[config.mk]
export PLATFORM = sky130hd
export DESIGN_NAME = chs_capture
export DESIGN_NICKNAME = d
export VERILOG_FILES = /design/src/rtl/chs_pkg.sv /design/src/rtl/chs_index.sv /design/src/rtl/chs_stage.sv /design/src/rtl/chs_host.sv /design/src/rtl/chs_serial.sv /design/src/rtl/chs_capture.sv
export SDC_FILE = /design/constraint.sdc
export NUM_CORES = 1
export LEC_CHECK = 0
export BUFFER_PORTS_ARGS = -buffer_cell sky130_fd_sc_hd__buf_2
export CORE_MARGIN = 2
export CORE_UTILIZATION = 40
export DETAILED_ROUTE_END_ITERATION = 10
export SLEW_MARGIN = 20
export SYNTH_ARGS = -nofsm -noshare
export SYNTH_HDL_FRONTEND = slang
export SYNTH_SLANG_ARGS = --single-unit
[constraint.sdc]
create_clock -name clk -period 4.8 [get_ports clk]
set_clock_uncertainty 0.2 [all_clocks]
set_input_delay 0.72 -clock clk [delete_from_list [all_inputs] [get_ports clk]]
set_output_delay 0.72 -clock clk [all_outputs]
set_load 0.02 [all_outputs]
[src/rtl/chs_pkg.sv]
package chs_pkg;
   typedef enum logic {SUB_A = 1'b0, SUB_B = 1'b1} sub_e;
   localparam int BYTE_W = 8;
endpackage

[src/rtl/chs_index.sv]
module chs_index #(
   parameter int NBITS      = 40,
   parameter int BLK_FRAMES = 192,
   parameter int IW         = 8
) (
   input  logic          clk,
   input  logic          rst_n,
   input  logic          sf_valid,
   input  logic          sf_sub,
   input  logic          blk_start,
   output logic          cap_en,
   output logic [IW-1:0] cap_idx,
   output logic          restart
);
   import chs_pkg::*;
   localparam logic [IW-1:0] LAST_FRAME = IW'(BLK_FRAMES - 1);
   localparam logic [IW-1:0] CAP_LIMIT  = IW'(NBITS);

   logic          synced;
   logic [IW-1:0] fidx;

   always_comb begin
      restart = sf_valid && (sf_sub == SUB_A) && blk_start;
      cap_idx = restart ? '0 : fidx;
      cap_en  = sf_valid && (synced || restart) && (cap_idx < CAP_LIMIT);
   end

   always_ff @(posedge clk) begin
      if (!rst_n) begin
         synced <= 1'b0;
         fidx   <= '0;
      end else if (restart) begin
         synced <= 1'b1;
         fidx   <= '0;
      end else if (sf_valid && synced && (sf_sub == SUB_B)) begin
         if (fidx == LAST_FRAME) begin
            synced <= 1'b0;
            fidx   <= '0;
         end else begin
            fidx <= fidx + 1'b1;
         end
      end
   end
endmodule

[src/rtl/chs_stage.sv]
module chs_stage #(
   parameter int NBYTES = 5,
   parameter int IW     = 8
) (
   input  logic                          clk,
   input  logic                          rst_n,
   input  logic                          cap_en,
   input  logic                          cap_sub,
   input  logic [IW-1:0]                 cap_idx,
   input  logic                          cap_bit,
   input  logic                          restart,
   output logic [2*NBYTES-1:0][7:0]      img,
   output logic                          xfer_req
);
   import chs_pkg::*;
   localparam int NBITS = NBYTES * BYTE_W;
   localparam int NLOC  = 2 * NBYTES;
   localparam logic [IW-1:0] LAST_BIT = IW'(NBITS - 1);

   logic          a_done;
   logic [2:0]    bit_sel;
   logic [IW-4:0] byte_sel;

   assign bit_sel  = cap_idx[2:0];
   assign byte_sel = cap_idx[IW-1:3];

   for (genvar g = 0; g < NLOC; g++) begin : g_loc
      localparam logic          LOC_SUB  = (g >= NBYTES);
      localparam logic [IW-4:0] LOC_BYTE = (IW-3)'(g % NBYTES);
      always_ff @(posedge clk) begin
         if (!rst_n) begin
            img[g] <= '0;
         end else if (cap_en && (cap_sub == LOC_SUB) && (byte_sel == LOC_BYTE)) begin
            img[g][3'd7 - bit_sel] <= cap_bit;
         end
      end
   end

   always_ff @(posedge clk) begin
      if (!rst_n) begin
         a_done   <= 1'b0;
         xfer_req <= 1'b0;
      end else begin
         xfer_req <= cap_en && (cap_sub == SUB_B) && (cap_idx == LAST_BIT) && a_done;
         if (restart) begin
            a_done <= 1'b0;
         end else if (cap_en && (cap_idx == LAST_BIT)) begin
            a_done <= (cap_sub == SUB_A);
         end
      end
   end
endmodule

[src/rtl/chs_host.sv]
module chs_host #(
   parameter int          NBYTES = 5,
   parameter int          AW     = 8,
   parameter logic [7:0]  BASE_A = 8'h23
) (
   input  logic                      clk,
   input  logic                      rst_n,
   input  logic                      xfer,
   input  logic [2*NBYTES-1:0][7:0]  stage_img,
   input  logic [AW-1:0]             rd_addr,
   output logic [7:0]                rd_data,
   output logic                      upd
);
   localparam int NLOC = 2 * NBYTES;

   logic [NLOC-1:0][7:0] host;

   always_ff @(posedge clk) begin
      if (!rst_n) begin
         host <= '0;
         upd  <= 1'b0;
      end else begin
         upd <= xfer;
         if (xfer) host <= stage_img;
      end
   end

   always_comb begin
      rd_data = '0;
      for (int i = 0; i < NLOC; i++) begin
         if (rd_addr == AW'(int'(BASE_A) + i)) rd_data = host[i];
      end
   end
endmodule

[src/rtl/chs_serial.sv]
module chs_serial #(
   parameter int DEPTH = 4
) (
   input  logic clk,
   input  logic rst_n,
   input  logic push,
   input  logic push_bit,
   input  logic lrck,
   output logic ser_c
);
   localparam int CW = $clog2(DEPTH + 1);
   localparam logic [CW-1:0] FULL = CW'(DEPTH);

   logic [DEPTH-1:0] q, qn;
   logic [CW-1:0]    cnt, cn;
   logic             lr_q, edge_hit, pop;

   assign edge_hit = lrck ^ lr_q;
   assign pop      = edge_hit && (cnt != '0);

   always_comb begin
      qn = q;
      cn = cnt;
      if (pop) begin
         qn = q >> 1;
         cn = cnt - 1'b1;
      end
      if (push && (cn != FULL)) begin
         for (int i = 0; i < DEPTH; i++) begin
            if (CW'(i) == cn) qn[i] = push_bit;
         end
         cn = cn + 1'b1;
      end
   end

   always_ff @(posedge clk) begin
      lr_q <= lrck;
      if (!rst_n) begin
         q     <= '0;
         cnt   <= '0;
         ser_c <= 1'b0;
      end else begin
         q   <= qn;
         cnt <= cn;
         if (pop) ser_c <= q[0];
      end
   end
endmodule

[src/rtl/chs_capture.sv]
module chs_capture #(
   parameter int          NBYTES     = 5,
   parameter int          BLK_FRAMES = 192,
   parameter int          AW         = 8,
   parameter logic [7:0]  BASE_A     = 8'h23,
   parameter int          SER_DEPTH  = 4
) (
   input  logic          clk,
   input  logic          rst_n,
   input  logic          sf_valid,
   input  logic          sf_sub,
   input  logic          sf_cbit,
   input  logic          blk_start,
   input  logic          lrck,
   input  logic [AW-1:0] rd_addr,
   output logic [7:0]    rd_data,
   output logic          blk_upd,
   output logic          ser_c
);
   localparam int NBITS = NBYTES * 8;
   localparam int IW    = $clog2(BLK_FRAMES);

   if (NBYTES < 1 || NBITS > BLK_FRAMES) begin : g_bad_size
      $error("chs_capture: NBYTES out of range");
   end
   if (SER_DEPTH < 1) begin : g_bad_depth
      $error("chs_capture: SER_DEPTH must be positive");
   end
   if (int'(BASE_A) + 2 * NBYTES > (1 << AW)) begin : g_bad_map
      $error("chs_capture: register window exceeds address space");
   end

   logic                     cap_en, restart, xfer_req;
   logic [IW-1:0]            cap_idx;
   logic [2*NBYTES-1:0][7:0] stage_img;

   chs_index #(.NBITS(NBITS), .BLK_FRAMES(BLK_FRAMES), .IW(IW)) u_index (
      .clk(clk), .rst_n(rst_n), .sf_valid(sf_valid), .sf_sub(sf_sub),
      .blk_start(blk_start), .cap_en(cap_en), .cap_idx(cap_idx), .restart(restart)
   );

   chs_stage #(.NBYTES(NBYTES), .IW(IW)) u_stage (
      .clk(clk), .rst_n(rst_n), .cap_en(cap_en), .cap_sub(sf_sub),
      .cap_idx(cap_idx), .cap_bit(sf_cbit), .restart(restart),
      .img(stage_img), .xfer_req(xfer_req)
   );

   chs_host #(.NBYTES(NBYTES), .AW(AW), .BASE_A(BASE_A)) u_host (
      .clk(clk), .rst_n(rst_n), .xfer(xfer_req), .stage_img(stage_img),
      .rd_addr(rd_addr), .rd_data(rd_data), .upd(blk_upd)
   );

   chs_serial #(.DEPTH(SER_DEPTH)) u_serial (
      .clk(clk), .rst_n(rst_n), .push(sf_valid), .push_bit(sf_cbit),
      .lrck(lrck), .ser_c(ser_c)
   );
endmodule

## After elaboration in Yosys (flattened, before gate mapping)

Index checks and enable logic that the tools add are counted.

| storage, ports and cells | value |
|---|---|
| output and inout bits | 10 |
| bits of input ports | 15 |
| register bits | 181 |
| word-level logic and storage cells | 126 |

| operators by class | value |
|---|---|
| reduce and logical (&&, ||, !) cells | 32 |
| muxes and demuxes | 35 |
| $add $sub $neg | 4 |
| order comparisons | 3 |
| equality and inequality tests | 20 |
| bitwise operators | 3 |

Operators with widths:

| operator | count |
|---|---|
| $mux W8 | 12 |
| $eq A8 B6 Y1 const B | 11 |
| $bwmux W8 | 10 |
| $logic_and A1 B1 Y1 | 24 |
| $eq A5 B2 Y1 const B | 2 |
| $add A8 B1 Y8 const B | 1 |
| $eq A8 B8 Y1 const B | 1 |
| $lt A8 B6 Y1 const B | 1 |
| $mux W1 | 8 |
| $mux W4 | 2 |
| $eq A2 B3 Y1 const A | 2 |
| $mux W3 | 2 |
| $eq A5 B1 Y1 const B | 1 |
| $eq A5 B3 Y1 const B | 1 |
| $logic_not A5 Y1 | 1 |
| $lt A3 B4 Y1 const B | 1 |
| $reduce_bool A2 Y1 | 2 |
| $add A3 B1 Y3 const B | 1 |
| $demux W1 S3 | 1 |
| $eq A1 B3 Y1 const A | 1 |
| $ge A3 B1 Y1 const B | 1 |
| $logic_not A3 Y1 | 1 |
| $ne A3 B3 Y1 const B | 1 |
| $reduce_bool A3 Y1 | 1 |
| other kinds (7) | 8 |

## Logic depth before layout (Yosys ltp)

Gate-level depths: netlist of run 1.

| logic depth | value |
|---|---|
| word-level depth | 11 |
| mapped depth | 11 |
| mapped depth without buffers | 11 |

## By module

Synthesis of run 1 repeated with hierarchy kept, for this count alone.

| second synthesis, totals | value |
|---|---|
| cell total of the unflattened synthesis | 881 |
| area, all modules | 8648.3 µm² |

By module, submodules not included:

| module | times used | cells an instance | area an instance (µm²) | seq. area each (µm²) |
|---|---|---|---|---|
| chs_host | 1 | 406 | 3956.3 | 1621.6 |
| chs_stage | 1 | 354 | 3578.4 | 1641.6 |
| chs_serial | 1 | 64 | 620.6 | 180.2 |
| chs_index | 1 | 57 | 493.0 | 180.2 |

## Least setup slack after synthesis of run 1

No wires, ideal clock.

| timing path | value |
|---|---|
| path type | in2out |
| start point | input rd_addr[1] |
| end point | output rd_data[6] |
| arrival | 2.291 ns |
| buffers on the path | 3 |
| setup slack | 1.589 ns |
| required time | 3.880 ns |
| stages | 6 |
| cell sequence | clkbuf_1 clkbuf_1 buf_1 a21oi_1 nor4_1 a2bb2oi_1 |

| on the way | value |
|---|---|
| longest elaborated chain between the ends | 11 |
| elaborated cells on any way between the ends | 20 |
| those cells by class | 10 x eq/ne; 10 x mux |

RTL lines:

| element | RTL line | RTL |
|---|---|---|
| from (decl) | chs_capture.sv:15 | `input logic [AW-1:0] rd_addr,` |
| $eq A8 B6 Y1 | chs_host.sv:31 | `if (rd_addr == AW'(int'(BASE_A) + i)) rd_data = host[i];` |
| $mux W8 (9 in series) | chs_host.sv:31 |  |
| $mux W8 (*) | chs_host.sv:31 |  |
| to (decl) | chs_capture.sv:16 | `output logic [7:0] rd_data,` |

Mark *: on every way between the ends. The rest lies on a longest branch, timed or not.

## Final worst setup path of run 1

| timing path | value |
|---|---|
| start point | input rd_addr[2] |
| end point | output rd_data[6] |

Same word-level chain as after synthesis.

==> results of run 1 <==
==> cell type report <==
cell class | count | share of cell area, %
inverter | 11 | 0.5227
multi-input combinational | 665 | 46.57
clock inverter | 13 | 1.088
timing repair buffer | 30 | 2.006
clock buffer | 19 | 5.114
tap | 265 | 3.743
sequential | 181 | 40.95
==> power by group through the flow <==
stage	Sequential (mW)	Clock, mW	Combinational, mW
4_1_cts	1.53	1.33	0.311
3_3_place_gp	1.57	0	0.307
6_report	1.53	1.31	0.311
2_1_floorplan	1.56	0	0.242
3_5_place_dp	1.57	0	0.309
5_1_grt	1.53	1.39	0.354
==> routing by layer <==
| layer | global-route usage, % | up-vias |
|---|---|---|
| met5 | 0 | - |
| met4 | 7.206 | 0 |
| met3 | 3.260 | 27 |
| met2 | 34.83 | 136 |
| met1 | 28.61 | 3277 |
| li1 | - | 3229 |
==> cells by family after synthesis <==
group	count (synthesis)	share of synthesized area, %
AOI/OAI and AO/OA	187	13.23
xor gates and xnor gates	8	0.8716
adders and majority gates	8	1.245
buffers and inverters	81	4.140
DFF	181	45.07
muxes	120	15.33
and+or+nand+nor	342	20.11
==> how the worst max path moves through the flow <==
| stage | start | end | cells past startpoint |
|---|---|---|---|
| floorplan | rd_addr[1] | rd_data[6] | 6 |
| global placement | rd_addr[2] | rd_data[6] | 6 |
| detailed placement | rd_addr[2] | rd_data[6] | 6 |
| CTS | rd_addr[2] | rd_data[3] | 7 |
| global route | rd_addr[2] | rd_data[6] | 6 |
| finish | rd_addr[2] | rd_data[6] | 6 |
==> cells in the final DEF (no fill, tap or decap), drive strengths merged, types with 6 or more instances in the layout <==
cell / instances
or3: 9
dfxtp: 181
nand2: 76
or2: 6
clkbuf: 19
mux2i: 113
inv: 16
nand2b: 7
nand4: 6
nor3: 14
a31oi: 7
ha: 8
o21ai: 72
o221ai: 8
nor2: 116
a21oi: 72
buf: 30
nor2b: 10
nand3: 74
==> cell usage after synthesis, types with 4 or more instances <==
library cell and count:
clkbuf_1 60, mux2i_1 113, inv_1 10, nor2b_1 10, a31oi_1 7, or2_2 6, nand4_1 6, nand2b_1 7
a21oi_1 72, dfxtp_1 181, nand2_1 76, o221ai_1 8, nor3_1 13, nand3b_1 5, o21a_1 4, ha_1 8
or3_1 8, buf_1 4, mux2_2 5, nand3_1 74, nor2_1 116, xor2_1 5, o21ai_0 70
==> flip-flops by register name, indices dropped and copies added (netlist names) <==
name / cells
u_host.host: 80
u_stage.img: 80
u_index.fidx: 8
u_serial.q: 4
u_serial.cnt: 3
u_host.upd: 1
u_index.synced: 1
u_serial.lr_q: 1
u_serial.ser_c: 1
u_stage.a_done: 1
u_stage.xfer_req: 1
==> worst max-delay path, stage by stage <==
cell and delay [ns]:
buf_2 0.24, nor2b_1 0.71, o221ai_1 0.28, a21oi_1 0.23
a2bb2oi_1 0.22, buf_2 0.20
==> metrics by stage <==
step / setup WS [ns] / instance area, um2
2_1_floorplan: 1.589 / 8039
3_3_place_gp: 1.323 / 8289
3_5_place_dp: 1.301 / 8300
4_1_cts: 1.280 / 8850
5_1_grt: 1.131 / 8857
6_report: 1.273 / 8857
==> summary.txt, run 1 <==
STA
  • Hold Fails Final Rpt: 0
  • Slew @ Worst Pin: 1.133 ns
  • Fin crit period: 3.527 ns
  • Period utilisation layout: 73.47%
  • Hold slack: 0.2110 ns
  • Setup TNS: 0 ns
  • Relative slew slack: 24.17%
  • Final Max Tran Viols: 0
  • RSZ-0062 raised after global routing: false
  • F_max: 0.2836 GHz
  • Final Setup Violations: 0

Cells and area
  • Fill cells: 1906
  • Layout cells sized above 1: 10.01%
  • Sequential cell area: 3627 um2
  • N_diodes: 0
  • Fin util: 45.21%
  • Finished Layout Cells: 1184
  • Area of the multi-input gates: 4125 um2
  • Fin nets: 929
  • Area grow syn2layout: 10.18%

Placed design
  • Final GP Congestion: 0.8649
  • I/O Buffers: 24
  • Placed Instances: 1152
  • Dpl hpwl: 14.52 mm

GRT
  • Largest net degree at the start of global routing: 104
  • First-pass GRT wire length: 35.32 mm
  • GRT Total Usage: 21.24%
  • Initial antenna violation count: 0
  • Number of global-route vias before repair: 6182
  • Global route total overflow: 0

Synthesis
  • Top_reg_cell synth: dfxtp_1
  • Synth Register Bits: 181
  • Number of synthesized flops with an enable pin: 0
  • Synth top area cells: dfxtp_1 (45%), mux2i_1 (14%), nor2_1 (5.4%), nand3_1 (4.6%), a21oi_1 (4.5%)
  • Cell variety after synth: 59
  • Post-synth net total: 950
  • Mapped Area: 8039 um2
  • Yosys Warn Count: 0
  • Synth async-reset ratio: 0%
  • Dominant cell type by area after synthesis: dfxtp_1
  • Synth top area share: 45.07%
  • Cell count after synthesis: 927
  • Syn Area/Cell: 8.672 um2
  • Post-synthesis sequential area ratio: 45.07%

Drt
  • Iter 0 DRT Violations: 610
  • DR top layer: met4
  • DRT Pass-1 Iters: 5
  • Routed WL: 22.20 mm
  • Via-to-Cell Ratio: 5.633
  • Detail-routed net length per standard cell: 18.75 um
  • Post-route ant nets: 0
  • Drc violations: 0
  • DR vias: 6669
  • Routed wl met2: 10.72 mm
  • WL met1: 10.29 mm
  • DR WL met3: 803 um

CTS
  • Clock-pin slew on the worst setup and hold paths: 0.07 ns
  • CTS tree: built
  • Hold Buf Count CTS: 0
  • Post-CTS setup buffer count: 0
  • Clk buf depth: 2
  • Clock Sinks: 181
  • Root Driver: clkbuf_16
  • Number of buffers created by CTS: 17
  • Clk_lat worst skew: 0.43 ns
  • Resize count post-CTS: 0
  • H-Tree Depth: 4

Critical path
  • Worst r2r dst: u_serial.q[3]
  • R2r worst-path depth: 10
  • CP startpoint kind: primary input
  • Critical path fanouts, max: 25
  • CP endpoint kind: output pin
  • CP required: 3.88 ns
  • Worst reg-to-reg setup slack: 1.86 ns
  • R2R Path Start: u_serial.lr_q
  • Crit Path Class: in2out
  • Arr. time, crit path: 2.61 ns

Hold path
  • Min-Delay Endpoint: u_serial.lr_q
  • Hold depth: 1
  • Hold WC Path Type: in2reg
  • Hold path start: lrck

Pwr
  • Pleak: 3.005 nW
  • Pwr dens: 356.2 nW/um2
  • Final Power: 3.155 mW
  • Maximum vdd drop: 0.1863 mV
  • P_int: 2.322 mW
  • Logic pwr share: 9.8%
  • Seq pwr share: 48.5%
  • Switching power: 0.8333 mW
  • Clock share of power: 41.6%
  • Switching portion of total power: 26.41%

Status
  • Status: finished clean

Floorplanning
  • Starting Density: 41.04%
  • Placeable core area: 19590 um2
  • # rows: 51
  • Die Wd: 145.8 um
  • Die height: 145.8 um
  • Die area: 21250 um2
  • IO Pins: 25

Flow run
  • Max Cap Viol: 0
(Power assumes the default switching activity.)
==> run 2: changes to the inputs <==
--- a/config.mk
+++ b/config.mk
@@ -5,6 +5,7 @@
 export SDC_FILE = /design/constraint.sdc
 export NUM_CORES = 1
 export LEC_CHECK = 0
+export ABC_AREA = 1
 export BUFFER_PORTS_ARGS = -buffer_cell sky130_fd_sc_hd__buf_2
 export CORE_MARGIN = 2
 export CORE_UTILIZATION = 40
==> constraint.sdc (replaced) <==
create_clock -name clk -period 3.5 [get_ports clk]
set_clock_uncertainty 0.2 [all_clocks]
set_input_delay 0.525 -clock clk [delete_from_list [all_inputs] [get_ports clk]]
set_output_delay 0.525 -clock clk [all_outputs]
set_load 0.02 [all_outputs]
==> run 2 against run 1 <==
Net effect: critical endpoint is now rd_data[2]; cell count increased by 32%; clock-buffer cell count is 2 higher; critical path type unchanged; worst hold slack lost 0.19 ns; design area increased by 7.4%; via count up 14%; register-to-register slack worse by 0.76 ns; clock power grew 53%; combinational power is 68% higher; power increased by 47%.
==> summary.txt, run 2 <==
Status
  • Status: finished clean

Hold path
  • Hold depth: 1
  • Hold path start: lrck
  • Hold WC Path Type: in2reg

CTS
  • H-Tree Depth: 4
  • Clk buf depth: 2
  • Clock-pin slew on the worst setup and hold paths: 0.06 ns
  • Clk_lat worst skew: 0.43 ns
  • CTS tree: built
  • Root Driver: clkbuf_16
  • Resize count post-CTS: 0
  • Clock Sinks: 181
  • Hold Buf Count CTS: 0
  • Number of buffers created by CTS: 17
  • Post-CTS setup buffer count: 0

Cells and area
  • Finished Layout Cells: 1559
  • Sequential cell area: 3627 um2
  • Area of the multi-input gates: 3959 um2
  • Most frequent cells in the layout: nand2_1 (296), inv_1 (189), dfxtp_1 (180)
  • Area grow syn2layout: 9.678%
  • Fill cells: 2175
  • N_diodes: 0
  • Fin util: 44.98%
  • Fin nets: 1296
  • Layout cells sized above 1: 7.632%
  • Most common cell after layout, fill and taps aside: nand2_1
  • Top flop regs: u_host.host: 80 flops, u_stage.img: 80 flops, u_index.fidx: 8 flops

Critical path
  • CP startpoint kind: primary input
  • R2R Path Start: u_serial.cnt[0]
  • Slowest Stage Delay on Critical Path: 0.52 ns
  • Critical path origin: rd_addr[1]
  • CP required: 2.77 ns
  • Critical path fanouts, max: 11
  • Arr. time, crit path: 2.26 ns
  • Crit Path Class: in2out
  • Cell Chain, Critical Path: buf_2 > inv_1 > nand2_1 > nor2_1 > nand3_1 > nand2_1 > nor2_1 > nand4_1 > nand2_1 > nand4_1 > buf_2
  • R2r worst-path depth: 12
  • CP max stage cell: nor2_1
  • CP most frequent cell: nand2_1
  • CP endpoint kind: output pin

Drt
  • DR vias: 7624
  • Via-to-Cell Ratio: 4.890
  • Routed WL: 21.38 mm
  • Iter 0 DRT Violations: 590
  • Drc violations: 0
  • DRT Pass-1 Iters: 4
  • Detail-routed net length per standard cell: 13.71 um
  • Post-route ant nets: 0

STA
  • Relative slew slack: 43.73%
  • F_max: 0.3352 GHz
  • Period utilisation layout: 85.24%
  • Slew @ Worst Pin: 0.8431 ns
  • Fin crit period: 2.983 ns
  • RSZ-0062 raised after global routing: false
  • Final Setup Violations: 0
  • Final Max Tran Viols: 0
  • Setup TNS: 0 ns
  • Hold Fails Final Rpt: 0

Floorplanning
  • Die height: 151.3 um
  • Starting Density: 41.01%
  • Die Wd: 151.3 um
  • # rows: 53
  • Die area: 22880 um2
  • Placeable core area: 21150 um2
  • IO Pins: 25

Synthesis
  • Dominant cell type by area after synthesis: dfxtp_1
  • Post-synth net total: 1315
  • Mapped Area: 8675 um2
  • Most common cell in the netlist: nand2_1
  • Synth top area share: 41.77%
  • Synth top area cells: dfxtp_1 (42%), nand2_1 (13%), inv_1 (8.2%), nand3_1 (7.5%), nor2_1 (6.4%)
  • Syn Area/Cell: 6.714 um2
  • Top_reg_cell synth: dfxtp_1
  • Synth cell count leaders: nand2_1 (296), inv_1 (189), dfxtp_1 (181)
  • Number of synthesized flops with an enable pin: 0
  • Cell variety after synth: 34
  • Synth async-reset ratio: 0%
  • Yosys Warn Count: 0
  • Post-synthesis sequential area ratio: 41.77%
  • Synth Register Bits: 181
  • Cell count after synthesis: 1292

GRT
  • Initial antenna violation count: 0
  • Number of global-route vias before repair: 7089
  • M1 GR Usage: 27.49%
  • GRT Total Usage: 19.84%
  • M3 GR Usage: 3.735%
  • First-pass GRT wire length: 35.71 mm
  • GR Util met2: 31.27%
  • Global route total overflow: 0
  • Global routing's busiest layer: met2
  • Largest net degree at the start of global routing: 85

Placed design
  • I/O Buffers: 24
  • Dpl hpwl: 13.76 mm
  • Final GP Congestion: 0.8965
  • Placed Instances: 1529

Pwr
  • Final Power: 4.650 mW
  • Pwr dens: 488.7 nW/um2
  • Maximum vdd drop: 0.3280 mV
  • Pleak: 3.984 nW

Flow run
  • Max Cap Viol: 0
[run 2: cell families after synthesis]
family                   after synthesis  synth area share [%]
AND/OR/NAND/NOR                      636                 32.27
buffers and inverters                268                 12.59
AO/OA/AOI/OAI                        194                 11.65
flip-flops                           181                 41.77
adder cells (fa/ha/maj)                8                 1.154
XOR/XNOR                               3                0.3030
multiplexers                           2                0.2596
[run 2: path summary, 6_finish.rpt]
kind                       to  slack (ns)
max                rd_data[2]        0.52
min             u_serial.lr_q        0.02
max reg2reg     u_serial.q[3]        1.10
min reg2reg  u_stage.xfer_req        0.22
[run 2: worst max-delay path: cells and delay by family]
family,cells,cell delay (ns)
AND/OR/NAND/NOR,8,1.20
buffers and inverters,3,0.53
[run 2: area by class of cell]
cell class	count	share of cell area [%]
clock buffers	21	4.734
repair buffers	39	2.735
clock inverters	9	1.618
flip-flops and latches	181	38.12
multi-input cells	843	41.61
inverters	191	7.562
well taps	275	3.617
[run 2: per-stage QoR]
stage	instance area [um2]	hold WS [ns]	setup slack [ns]
finish	9514	0.02448	0.5166
global route	9514	0.01937	0.3058
CTS	9514	0.01028	0.5386
detailed placement	8910	0.2185	0.5613
global placement	8910	0.2166	0.5598
floorplan	8675	0.2155	1.009
[run 2: power breakdown]
group          switching [mW]  internal (mW)  total, mW
Clock                   0.806           1.21       2.01
Sequential             0.0184           2.10       2.12
Combinational           0.341          0.181      0.523
Total                    1.17           3.48       4.65
[run 2: per-layer routing]
layer / up-vias / share of wire (%)
met5: - / 0
met4: 0 / 1.7
met3: 24 / 4.4
met2: 150 / 45
met1: 3434 / 49
li1: 4016 / -
==> run 3: changes to the inputs <==
--- a/config.mk
+++ b/config.mk
@@ -10,6 +10,7 @@
 export CORE_MARGIN = 2
 export CORE_UTILIZATION = 40
 export DETAILED_ROUTE_END_ITERATION = 10
+export RECOVER_POWER = 50
 export SLEW_MARGIN = 20
 export SYNTH_ARGS = -nofsm -noshare
 export SYNTH_HDL_FRONTEND = slang
==> run 3 against run 2 <==
Net effect: clock-buffer cell count unchanged; cell count is the same; wire length increased by 0.22%; design area is 0.39% lower; die area stayed put; worst hold slack gained 0.024 ns; maximum frequency decreased by 0.34%; critical path depth stayed put; first-iteration DRC count stayed put; flip-flop and latch count stayed put; highest routed layer unchanged.
==> summary.txt, run 3 (synthesized netlist as in run 2, its figures left out) <==
Cells and area
  • Layout cells sized above 1: 7.165%
  • Fin nets: 1296
  • Area grow syn2layout: 9.246%
  • Sequential cell area: 3623 um2
  • Area of the multi-input gates: 3959 um2
  • Most frequent cells in the layout: nand2_1 (296), inv_1 (189), dfxtp_1 (181)
  • N_diodes: 0
  • Most common cell after layout, fill and taps aside: nand2_1
  • Top flop regs: u_host.host: 80 flops, u_stage.img: 80 flops, u_index.fidx: 8 flops
  • Fill cells: 2177

STA
  • RSZ-0062 raised after global routing: false
  • Fin crit period: 2.994 ns
  • Slew @ Worst Pin: 1.404 ns
  • Final Setup Violations: 0
  • F_max: 0.3340 GHz
  • Hold Fails Final Rpt: 0
  • Relative slew slack: 6.399%
  • Hold slack: 0.04808 ns
  • Period utilisation layout: 85.53%
  • Final Max Tran Viols: 0
  • Setup TNS: 0 ns

Drt
  • Drc violations: 0
  • Routed WL: 21.42 mm
  • Detail-routed net length per standard cell: 13.74 um
  • Via-to-Cell Ratio: 4.887
  • Post-route ant nets: 0
  • DRT Pass-1 Iters: 4
  • Iter 0 DRT Violations: 590
  • DR vias: 7619

GRT
  • Global route total overflow: 0
  • Initial antenna violation count: 0
  • GRT Total Usage: 19.84%
  • First-pass GRT wire length: 35.71 mm
  • Largest net degree at the start of global routing: 85
  • Number of global-route vias before repair: 7089

Placed design
  • Final GP Congestion: 0.8965
  • I/O Buffers: 24
  • Dpl hpwl: 13.76 mm

Pwr
  • P_int: 3.477 mW
  • Switching portion of total power: 25.08%
  • Pleak: 3.957 nW
  • Pwr dens: 489.8 nW/um2
  • Logic pwr share: 11.1%
  • Clock share of power: 43.3%
  • Switching power: 1.164 mW
  • Maximum vdd drop: 0.3287 mV
  • Seq pwr share: 45.6%

Flow run
  • Max Cap Viol: 0

Hold path
  • Hold WC Path Type: in2reg
  • Hold path start: lrck

Critical path
  • R2R Path Start: u_serial.cnt[0]
  • CP required: 2.77 ns
  • CP startpoint kind: primary input
  • Critical path origin: rd_addr[1]
  • Arr. time, crit path: 2.27 ns
  • Crit Path Class: in2out
  • CP endpoint kind: output pin
  • Critical path fanouts, max: 11

CTS
  • Resize count post-CTS: 0
  • Root Driver: clkbuf_16
  • Clk buf depth: 2
  • Clock Sinks: 181
  • Hold Buf Count CTS: 0
  • Post-CTS setup buffer count: 0
  • CTS tree: built
  • Number of buffers created by CTS: 17
  • H-Tree Depth: 4
  • Clock-pin slew on the worst setup and hold paths: 0.06 ns
  • Clk_lat worst skew: 0.43 ns

Floorplanning
  • Die height: 151.3 um
  • Starting Density: 41.01%
  • # rows: 53
  • IO Pins: 25
  • Placeable core area: 21150 um2
  • Die Wd: 151.3 um
  • Die area: 22880 um2

Status
  • Status: finished clean
## run 3: final cells by class
cell class                      count  share of cell area [%]
Clock buffer                       21                   4.753
Clock inverter                      9                   1.624
Inverter                          191                   7.592
Multi-Input combinational cell    843                   41.77
Sequential cell                   181                   38.24
Tap cell                          275                   3.631
Timing Repair Buffer               39                   2.390
## run 3: final timing paths
path                            slack [ns]  cells past startpoint                to
worst max-delay path                  0.51                     11        rd_data[6]
worst min-delay path                  0.05                      1     u_serial.lr_q
worst max register to register        0.85                     12     u_serial.q[3]
worst min register to register        0.23                      2  u_stage.xfer_req
## run 3: per-layer routing
metal / vias to the layer above / track usage, % / wire [um]
li1: 4015 / - / -
met1: 3446 / 27.49 / 10520
met2: 134 / 31.27 / 9633
met3: 24 / 3.735 / 910
met4: 0 / 6.168 / 362
met5: - / 0 / 0
## run 3: metrics by stage
step / instance area (um2) / instances / power, mW / utilization [%] / worst slack (ns)
after floorplan: 8675 / 1292 / 2.566 / - / 1.009
after global placement: 8910 / 1529 / 2.685 / 42.12 / 0.5598
after detailed placement: 8910 / 1529 / 2.686 / 42.12 / 0.5613
after CTS: 9514 / 1559 / 4.681 / 44.98 / 0.5386
after global routing: 9477 / 1559 / 4.840 / 44.80 / 0.1701
final: 9477 / 1559 / 4.641 / 44.80 / 0.5064
## run 3: worst max-delay path: stages
cell and delay, ns:
buf_2 0.12, inv_1 0.25, nand2_1 0.08, nor2_1 0.53, nand3_1 0.15, nand2_1 0.09
nor2_1 0.04, nand4_1 0.11, nand2_1 0.09, nand4_1 0.09, buf_2 0.17
## run 3: power by group through the flow
stage / clock (mW) / sequential (mW) / combinational [mW]
after floorplan: 0 / 2.16 / 0.401
after CTS: 2.04 / 2.12 / 0.526
final: 2.01 / 2.12 / 0.513
after global routing: 2.12 / 2.12 / 0.600
after detailed placement: 0 / 2.16 / 0.524
after global placement: 0 / 2.16 / 0.524
